===== config.mk =====
export PLATFORM = sky130hd
export DESIGN_NAME = bsc_loop_sync
export DESIGN_NICKNAME = d
export VERILOG_FILES = /design/src/rtl/bsc_pkg.sv /design/src/rtl/bsc_slot_timer.sv /design/src/rtl/bsc_burst_window.sv /design/src/rtl/bsc_flywheel.sv /design/src/rtl/bsc_loop_sync.sv
export SDC_FILE = /design/constraint.sdc
export NUM_CORES = 1
export LEC_CHECK = 0
export BUFFER_PORTS_ARGS = -buffer_cell sky130_fd_sc_hd__buf_4
export CAP_MARGIN = 30
export CELL_PAD_IN_SITES_DETAIL_PLACEMENT = 2
export CELL_PAD_IN_SITES_GLOBAL_PLACEMENT = 2
export CORE_ASPECT_RATIO = 1.2
export CORE_MARGIN = 2
export CORE_UTILIZATION = 33
export CTS_CLUSTER_DIAMETER = 80
export CTS_CLUSTER_SIZE = 40
export DETAILED_ROUTE_END_ITERATION = 6
export PLACE_DENSITY = 0.86
export SKIP_LAST_GASP = 1
export SLEW_MARGIN = 20
export SYNTH_ARGS = -nofsm -noshare
export SYNTH_HDL_FRONTEND = slang
export SYNTH_SLANG_ARGS = --single-unit

===== constraint.sdc =====
create_clock -name clk -period 2.32 [get_ports clk]
set_input_delay 0.116 -clock clk [delete_from_list [all_inputs] [get_ports clk]]
set_output_delay 0.116 -clock clk [all_outputs]
set_load 0.01 [all_outputs]

===== src/rtl/bsc_pkg.sv =====
package bsc_pkg;

    typedef enum logic [2:0] {
        ST_IDLE,
        ST_WAKE,
        ST_SEARCH,
        ST_ACQ,
        ST_SYNC
    } fly_state_e;

    typedef struct packed {
        logic sync;
        logic det;
    } status_t;

    function automatic int unsigned max_u(input int unsigned a, input int unsigned b);
        return (a > b) ? a : b;
    endfunction

endpackage


===== src/rtl/bsc_slot_timer.sv =====
module bsc_slot_timer #(
    parameter int PERIOD_SYMS = 96,
    parameter int SLOT_W      = 7
) (
    input  logic              clk,
    input  logic              rst,
    input  logic              sym_en,
    input  logic              active,
    input  logic              is_slave,
    input  logic              burst_sync,
    input  logic              slave_align,
    output logic [SLOT_W-1:0] slot,
    output logic              turn
);
    localparam logic [SLOT_W-1:0] LAST_SLOT = SLOT_W'(PERIOD_SYMS - 1);

    logic sync_q;
    logic master_align;
    logic restart;

    assign master_align = !is_slave && burst_sync && !sync_q;
    assign restart      = slave_align || master_align || (slot == LAST_SLOT);

    always_ff @(posedge clk) begin
        if (rst) begin
            slot   <= '0;
            turn   <= 1'b1;
            sync_q <= 1'b0;
        end else if (sym_en) begin
            sync_q <= burst_sync;
            if (!active) begin
                slot <= '0;
                turn <= 1'b1;
            end else if (restart) begin
                slot <= '0;
                turn <= ~turn;
            end else begin
                slot <= slot + 1'b1;
            end
        end
    end
endmodule


===== src/rtl/bsc_burst_window.sv =====
module bsc_burst_window
    import bsc_pkg::*;
#(
    parameter int PERIOD_SYMS = 96,
    parameter int BURST_SYMS  = 37,
    parameter int GUARD_SYMS  = 6,
    parameter int RTD_SYMS    = 4,
    parameter int SLOT_W      = 7
) (
    input  logic [SLOT_W-1:0] slot,
    input  logic              turn,
    input  logic              is_slave,
    input  fly_state_e        state,
    output logic              tx_burst,
    output logic              rx_win,
    output logic              win_end
);
    localparam int DATA_BITS = BURST_SYMS - 1;
    localparam logic [SLOT_W-1:0] M_TX_END  = SLOT_W'(BURST_SYMS);
    localparam logic [SLOT_W-1:0] M_OPEN    = SLOT_W'(BURST_SYMS + GUARD_SYMS + RTD_SYMS);
    localparam logic [SLOT_W-1:0] M_EVAL    = SLOT_W'(PERIOD_SYMS - 1);
    localparam logic [SLOT_W-1:0] S_CLOSE   = SLOT_W'(DATA_BITS);
    localparam logic [SLOT_W-1:0] S_TX_LO   = SLOT_W'(DATA_BITS + GUARD_SYMS);
    localparam logic [SLOT_W-1:0] S_TX_HI   = SLOT_W'(DATA_BITS + GUARD_SYMS + BURST_SYMS);
    localparam logic [SLOT_W-1:0] S_EVAL    = SLOT_W'(DATA_BITS - 1);

    logic active;
    logic s_tx_slot;
    logic s_quiet;

    assign active    = (state != ST_IDLE);
    assign s_tx_slot = (slot >= S_TX_LO) && (slot < S_TX_HI);
    assign s_quiet   = (slot >= S_CLOSE) && (slot < S_TX_HI);

    always_comb begin
        if (!active) begin
            tx_burst = 1'b0;
            rx_win   = 1'b0;
            win_end  = 1'b0;
        end else if (is_slave) begin
            tx_burst = s_tx_slot && ((state != ST_WAKE) || turn);
            rx_win   = !s_quiet;
            win_end  = (slot == S_EVAL);
        end else begin
            tx_burst = (slot < M_TX_END);
            rx_win   = (slot >= M_OPEN);
            win_end  = (slot == M_EVAL);
        end
    end
endmodule


===== src/rtl/bsc_flywheel.sv =====
module bsc_flywheel
    import bsc_pkg::*;
#(
    parameter int ACQ_N  = 4,
    parameter int LOSS_N = 4,
    parameter int CNT_W  = 3
) (
    input  logic       clk,
    input  logic       rst,
    input  logic       sym_en,
    input  logic       activate,
    input  logic       is_slave,
    input  logic       line_det,
    input  logic       burst_ok,
    input  logic       rx_win,
    input  logic       win_end,
    input  logic       slave_align,
    output fly_state_e state,
    output logic       sync_st,
    output logic       det_st,
    output logic       irq
);
    localparam logic [CNT_W-1:0] ACQ_LAST  = CNT_W'(ACQ_N - 1);
    localparam logic [CNT_W-1:0] LOSS_LAST = CNT_W'(LOSS_N - 1);

    fly_state_e       st_n;
    logic [CNT_W-1:0] cnt, cnt_n;
    logic             ok_seen;
    logic             good;
    status_t          stat_q, stat_n;
    logic             irq_q;

    assign good = ok_seen || (burst_ok && rx_win);

    always_comb begin
        st_n = state;
        cnt_n = cnt;
        if (!activate) begin
            st_n  = ST_IDLE;
            cnt_n = '0;
        end else begin
            unique case (state)
                ST_IDLE: begin
                    st_n  = is_slave ? ST_WAKE : ST_SEARCH;
                    cnt_n = '0;
                end
                ST_WAKE: begin
                    if (slave_align) st_n = ST_SEARCH;
                end
                ST_SEARCH: begin
                    if (win_end && good) begin
                        if (ACQ_LAST == '0) begin
                            st_n = ST_SYNC;
                            cnt_n = '0;
                        end else begin
                            st_n = ST_ACQ;
                            cnt_n = CNT_W'(1);
                        end
                    end
                end
                ST_ACQ: begin
                    if (win_end) begin
                        if (!good) begin
                            st_n  = ST_SEARCH;
                            cnt_n = '0;
                        end else if (cnt == ACQ_LAST) begin
                            st_n  = ST_SYNC;
                            cnt_n = '0;
                        end else begin
                            cnt_n = cnt + 1'b1;
                        end
                    end
                end
                ST_SYNC: begin
                    if (win_end) begin
                        if (good) begin
                            cnt_n = '0;
                        end else if (cnt == LOSS_LAST) begin
                            st_n  = ST_SEARCH;
                            cnt_n = '0;
                        end else begin
                            cnt_n = cnt + 1'b1;
                        end
                    end
                end
                default: begin
                    st_n  = ST_IDLE;
                    cnt_n = '0;
                end
            endcase
        end
        stat_n.sync = (st_n == ST_SYNC);
        stat_n.det  = (state == ST_IDLE) ? line_det : stat_q.det;
    end

    always_ff @(posedge clk) begin
        if (rst) begin
            state   <= ST_IDLE;
            cnt     <= '0;
            ok_seen <= 1'b0;
            stat_q  <= '0;
            irq_q   <= 1'b0;
        end else if (sym_en) begin
            state   <= st_n;
            cnt     <= cnt_n;
            if ((st_n == ST_IDLE) || win_end) ok_seen <= 1'b0;
            else if (burst_ok && rx_win)      ok_seen <= 1'b1;
            stat_q  <= stat_n;
            irq_q   <= (stat_n != stat_q);
        end else begin
            irq_q   <= 1'b0;
        end
    end

    assign sync_st = stat_q.sync;
    assign det_st  = stat_q.det;
    assign irq     = irq_q;
endmodule


===== src/rtl/bsc_loop_sync.sv =====
module bsc_loop_sync
    import bsc_pkg::*;
#(
    parameter int PERIOD_SYMS = 96,
    parameter int BURST_SYMS  = 37,
    parameter int GUARD_SYMS  = 6,
    parameter int RTD_SYMS    = 4,
    parameter int ACQ_N       = 4,
    parameter int LOSS_N      = 4
) (
    input  logic clk,
    input  logic rst,
    input  logic sym_en,
    input  logic is_slave,
    input  logic activate,
    input  logic burst_sync,
    input  logic line_det,
    input  logic rx_start,
    input  logic burst_ok,
    output logic tx_burst,
    output logic rx_window,
    output logic sync_st,
    output logic det_st,
    output logic irq
);
    localparam int SLOT_W = $clog2(PERIOD_SYMS);
    localparam int CNT_W  = $clog2(max_u(ACQ_N, LOSS_N) + 1);

    fly_state_e        state;
    logic [SLOT_W-1:0] slot;
    logic              turn;
    logic              rx_win;
    logic              win_end;
    logic              slave_align;
    logic              active;

    assign active      = (state != ST_IDLE);
    assign slave_align = is_slave && rx_start && rx_win;

    bsc_slot_timer #(
        .PERIOD_SYMS(PERIOD_SYMS),
        .SLOT_W     (SLOT_W)
    ) timer_i (
        .clk        (clk),
        .rst        (rst),
        .sym_en     (sym_en),
        .active     (active),
        .is_slave   (is_slave),
        .burst_sync (burst_sync),
        .slave_align(slave_align),
        .slot       (slot),
        .turn       (turn)
    );

    bsc_burst_window #(
        .PERIOD_SYMS(PERIOD_SYMS),
        .BURST_SYMS (BURST_SYMS),
        .GUARD_SYMS (GUARD_SYMS),
        .RTD_SYMS   (RTD_SYMS),
        .SLOT_W     (SLOT_W)
    ) window_i (
        .slot    (slot),
        .turn    (turn),
        .is_slave(is_slave),
        .state   (state),
        .tx_burst(tx_burst),
        .rx_win  (rx_win),
        .win_end (win_end)
    );

    bsc_flywheel #(
        .ACQ_N (ACQ_N),
        .LOSS_N(LOSS_N),
        .CNT_W (CNT_W)
    ) fly_i (
        .clk        (clk),
        .rst        (rst),
        .sym_en     (sym_en),
        .activate   (activate),
        .is_slave   (is_slave),
        .line_det   (line_det),
        .burst_ok   (burst_ok),
        .rx_win     (rx_win),
        .win_end    (win_end),
        .slave_align(slave_align),
        .state      (state),
        .sync_st    (sync_st),
        .det_st     (det_st),
        .irq        (irq)
    );

    assign rx_window = rx_win;
endmodule


==> results.toml <==
[outcome]
status = "finished clean"

[route]
drt_iter0_markers = 51
wl_per_cell_um = 20.2
wirelength_um = 4760
via_per_inst = 5.87
ant_nets = 0
routed-via-count = 1379
dr.pass1.iters = 4
drc = 0

[floorplanning]
io_pins = 14
dieArea_um2 = 4550
core-area_um2 = 3910
dieWidth_um = 61.9
die_h_um = 73.5
num_rows = 25
start_util = 0.340

[power_and_ir_drop]
p_leak_nw = 0.555
switchingPower_mw = 0.218
combPwrFrac = 0.167
power.density_nw_per_um2 = 471
p_sw_frac = 0.301
p_seq_frac = 0.481
max-vdd-ir-drop_v = 0.000241
power.share.clock = 0.351
internal-power_mw = 0.505

[worst_hold_path]
holdPathEnd = "timer_i.sync_q$_SDFFE_PP0P_"
hold_path.class = "input port to flip-flop"
hp-start = "burst_sync"
min_path_cells = 3

[global_routing]
gr-total-overflow = 0
antenna_found_initial = 0
grt_pass1_wl_um = 7440
groute.usage.overall = 0.224
grt_pass1_vias = 1481
grt_max_degree = 18

[yosys]
yosysSeqAreaShare = 0.286
postSynthCellCount = 174
ys_types = 48
yosys_warnings = 0
async_flop_share = 0
yosysTopAreaCellShare = 0.286
synth.largest_area_cell = "dfxtp_1"
synth_area_leaders = "dfxtp_1 29%, a21oi_1 5.6%, nand2_1 4.5%"
synth_nets = 186
syn_area_per_cell_um2 = 7.64
synth_edf_count = 0
synth-main-ff-cell = "dfxtp_1"
synth_area_um2 = 1330
ys_ff_latch = 19

[run]
maxCapViolations = 0

[setup_path]
timing.critical_path.buf_inv = 0
path_delay_family = "compound AO/OA/AOI/OAI gates"
cp.required_ns = 2.49
worst-r2r-setup-slack_ns = 0.11
critPathKind = "flip-flop to flip-flop"
rr_endpoint = "fly_i.cnt[1]$_SDFFE_PP0P_"
critPathMaxStageDelay_ns = 0.44
r2r_cells = 6
critPathMaxFanout = 9
rr_startpoint = "timer_i.slot[2]$_SDFFE_PP0P_"
start_kind = "flip-flop"
crit_slowest_cell = "or3_1"
end_kind = "flip-flop"
worstPathArrival_ns = 2.38
crit_path_cell_trace = "or3_1 > a32oi_1 > a41oi_1 > a31oi_2 > nand2b_1 > a21oi_1"

[timing]
finalClockSkew_ns = 0.00199
fin_setup_tns_ns = 0
worst_pin_slew_ns = 0.806
setup_viol = 0
maxSlewViolCount = 0
max_freq_mhz = 452
post-route-period-util = 0.953
fin_crit_ns = 2.21
finalHoldViolCount = 0
hold-worst-slack_ns = 0.0834
slew_headroom = 0.459

[finish]
drive_above_1_share = 0.182
n_antenna_cell = 0
area_growth_syn_to_layout_pct = 15.5
finalNonFillerCells = 235
fill_cells = 466
nets = 194

[clock_tree]
clock_path_buffers = 2
root_buffer = "clkbuf_8"
cts_setup_buffers = 0
cts_sinks = 19
cts_tree = "yes"
insertion_delay_ns = 0.27
holdBufCountCts = 0
htree_levels = 1
cts_made_buffers = 3
clk_pin_slew_ns = 0.08

[placed_design]
gp_congestion = 0.814
dp_hpwl_um = 3290
dp.cells = 231
portBuffers = 13
power groups by stage:
stage	combinational (mW)	sequential, mW	clock (mW)
after floorplan	0.0705	0.349	0
after global placement	0.109	0.354	0
after detailed placement	0.116	0.355	0
after CTS	0.119	0.347	0.258
after global routing	0.134	0.350	0.277
final	0.121	0.348	0.254
stage by stage:
step	total power, mW	setup WS, ns	utilization	cell area [um2]
global route	0.761	-0.0106	0.393	1540
floorplan	0.420	0.475	-	1330
finish	0.723	0.109	0.393	1540
CTS	0.724	0.0592	0.383	1500
detailed placement	0.471	0.0943	0.371	1450
global placement	0.463	0.240	0.371	1450
sequential cells by signal (all words and copies together), names as in the netlist:
signal	count
fly_i.ok_seen	1
fly_i.irq	1
timer_i.turn	1
fly_i.state	3
fly_i.sync_st	1
timer_i.sync_q	1
timer_i.slot	7
fly_i.det_st	1
fly_i.cnt	3
metal layers:
metal	global-route usage	up-vias	wire length (um)
met5	0	-	0
met4	0.0780	0	200
met3	0.0387	15	147
met2	0.418	37	2590
met1	0.245	691	1810
li1	-	636	-
kinds of logic after synthesis:
family          share of synthesized area
compound gates                      0.224
xor+xnor                           0.0593
fa+ha+maj                          0.0283
buf+inv                            0.0716
flops                               0.286
mux                                0.0226
simple gates                        0.308
placed cells by master (no fill, tap or decap), types with 2 or more instances in the layout:
| master | netlist | final |
|---|---|---|
| nand4_1 | 3 | 3 |
| buf_4 | 3 | 17 |
| nor2_1 | 15 | 15 |
| a41oi_1 | 3 | 2 |
| xor2_1 | 6 | 6 |
| nor4_1 | 2 | 2 |
| xnor2_1 | 3 | 3 |
| o311ai_0 | 3 | 3 |
| or3_1 | 3 | 3 |
| dfxtp_1 | 19 | 18 |
| ha_1 | 3 | 2 |
| nand3_1 | 7 | 7 |
| nor3_1 | 5 | 5 |
| o21ai_0 | 7 | 7 |
| nand2b_1 | 6 | 6 |
| inv_1 | 6 | 6 |
| and3_1 | 3 | 3 |
| mux2i_1 | 3 | 3 |
| nor3b_1 | 2 | 2 |
| nor2b_1 | 5 | 5 |
| a31oi_2 | 1 | 2 |
| clkbuf_8 | 0 | 3 |
| a31oi_1 | 3 | 2 |
| nand2_1 | 16 | 16 |
| a21oi_1 | 15 | 15 |
tightest hold or removal path, cell delays in order:
cell and delay (ns):
buf_4 0.08, mux2i_1 0.06, nor2_1 0.07
synthesized netlist by cell type (2+ instances only):
master and count:
dfxtp_1 19, nand2_1 16, a21oi_1 15, nor2_1 15
clkbuf_1 9, nand3_1 7, o21ai_0 7, inv_1 6
nand2b_1 6, xor2_1 6, nor2b_1 5, nor3_1 5
a31oi_1 3, a41oi_1 3, and3_1 3, buf_4 3
ha_1 3, mux2i_1 3, nand4_1 3, o311ai_0 3
or3_1 3, xnor2_1 3, nor3b_1 2, nor4_1 2
repair_timing:
action                                  4_1_cts  5_1_grt
gates resized for setup                       0        7
endpoints found under the setup margin        0       16
hold endpoints to repair                      0        0
cell type report:
class / instances / area, um2 / share of cell area
Multi-Input combinational cell: 135 / 890 / 0.579
Sequential cell: 19 / 382 / 0.249
Timing Repair Buffer: 17 / 128 / 0.0831
Inverter: 6 / 22.5 / 0.0147
Clock inverter: 1 / 5.00 / 0.00326
Tap cell: 54 / 67.6 / 0.0440
Clock buffer: 3 / 41.3 / 0.0269
how the worst max path moves through the flow:
stage,from,endpoint,slack [ns],cells after the start
2_1_floorplan,timer_i.slot[0]$_SDFFE_PP0P_,fly_i.irq$_SDFF_PP0_,0.47,7
3_3_place_gp,timer_i.slot[0]$_SDFFE_PP0P_,fly_i.irq$_SDFF_PP0_,0.24,7
3_5_place_dp,timer_i.slot[2]$_SDFFE_PP0P_,fly_i.cnt[0]$_SDFFE_PP0P_,0.09,6
4_1_cts,timer_i.slot[2]$_SDFFE_PP0P_,fly_i.cnt[0]$_SDFFE_PP0P_,0.06,6
5_1_grt,timer_i.slot[2]$_SDFFE_PP0P_,fly_i.cnt[1]$_SDFFE_PP0P_,-0.01,6
6_report,timer_i.slot[2]$_SDFFE_PP0P_,fly_i.cnt[1]$_SDFFE_PP0P_,0.11,6
Power figures use the tool's default switching activity.
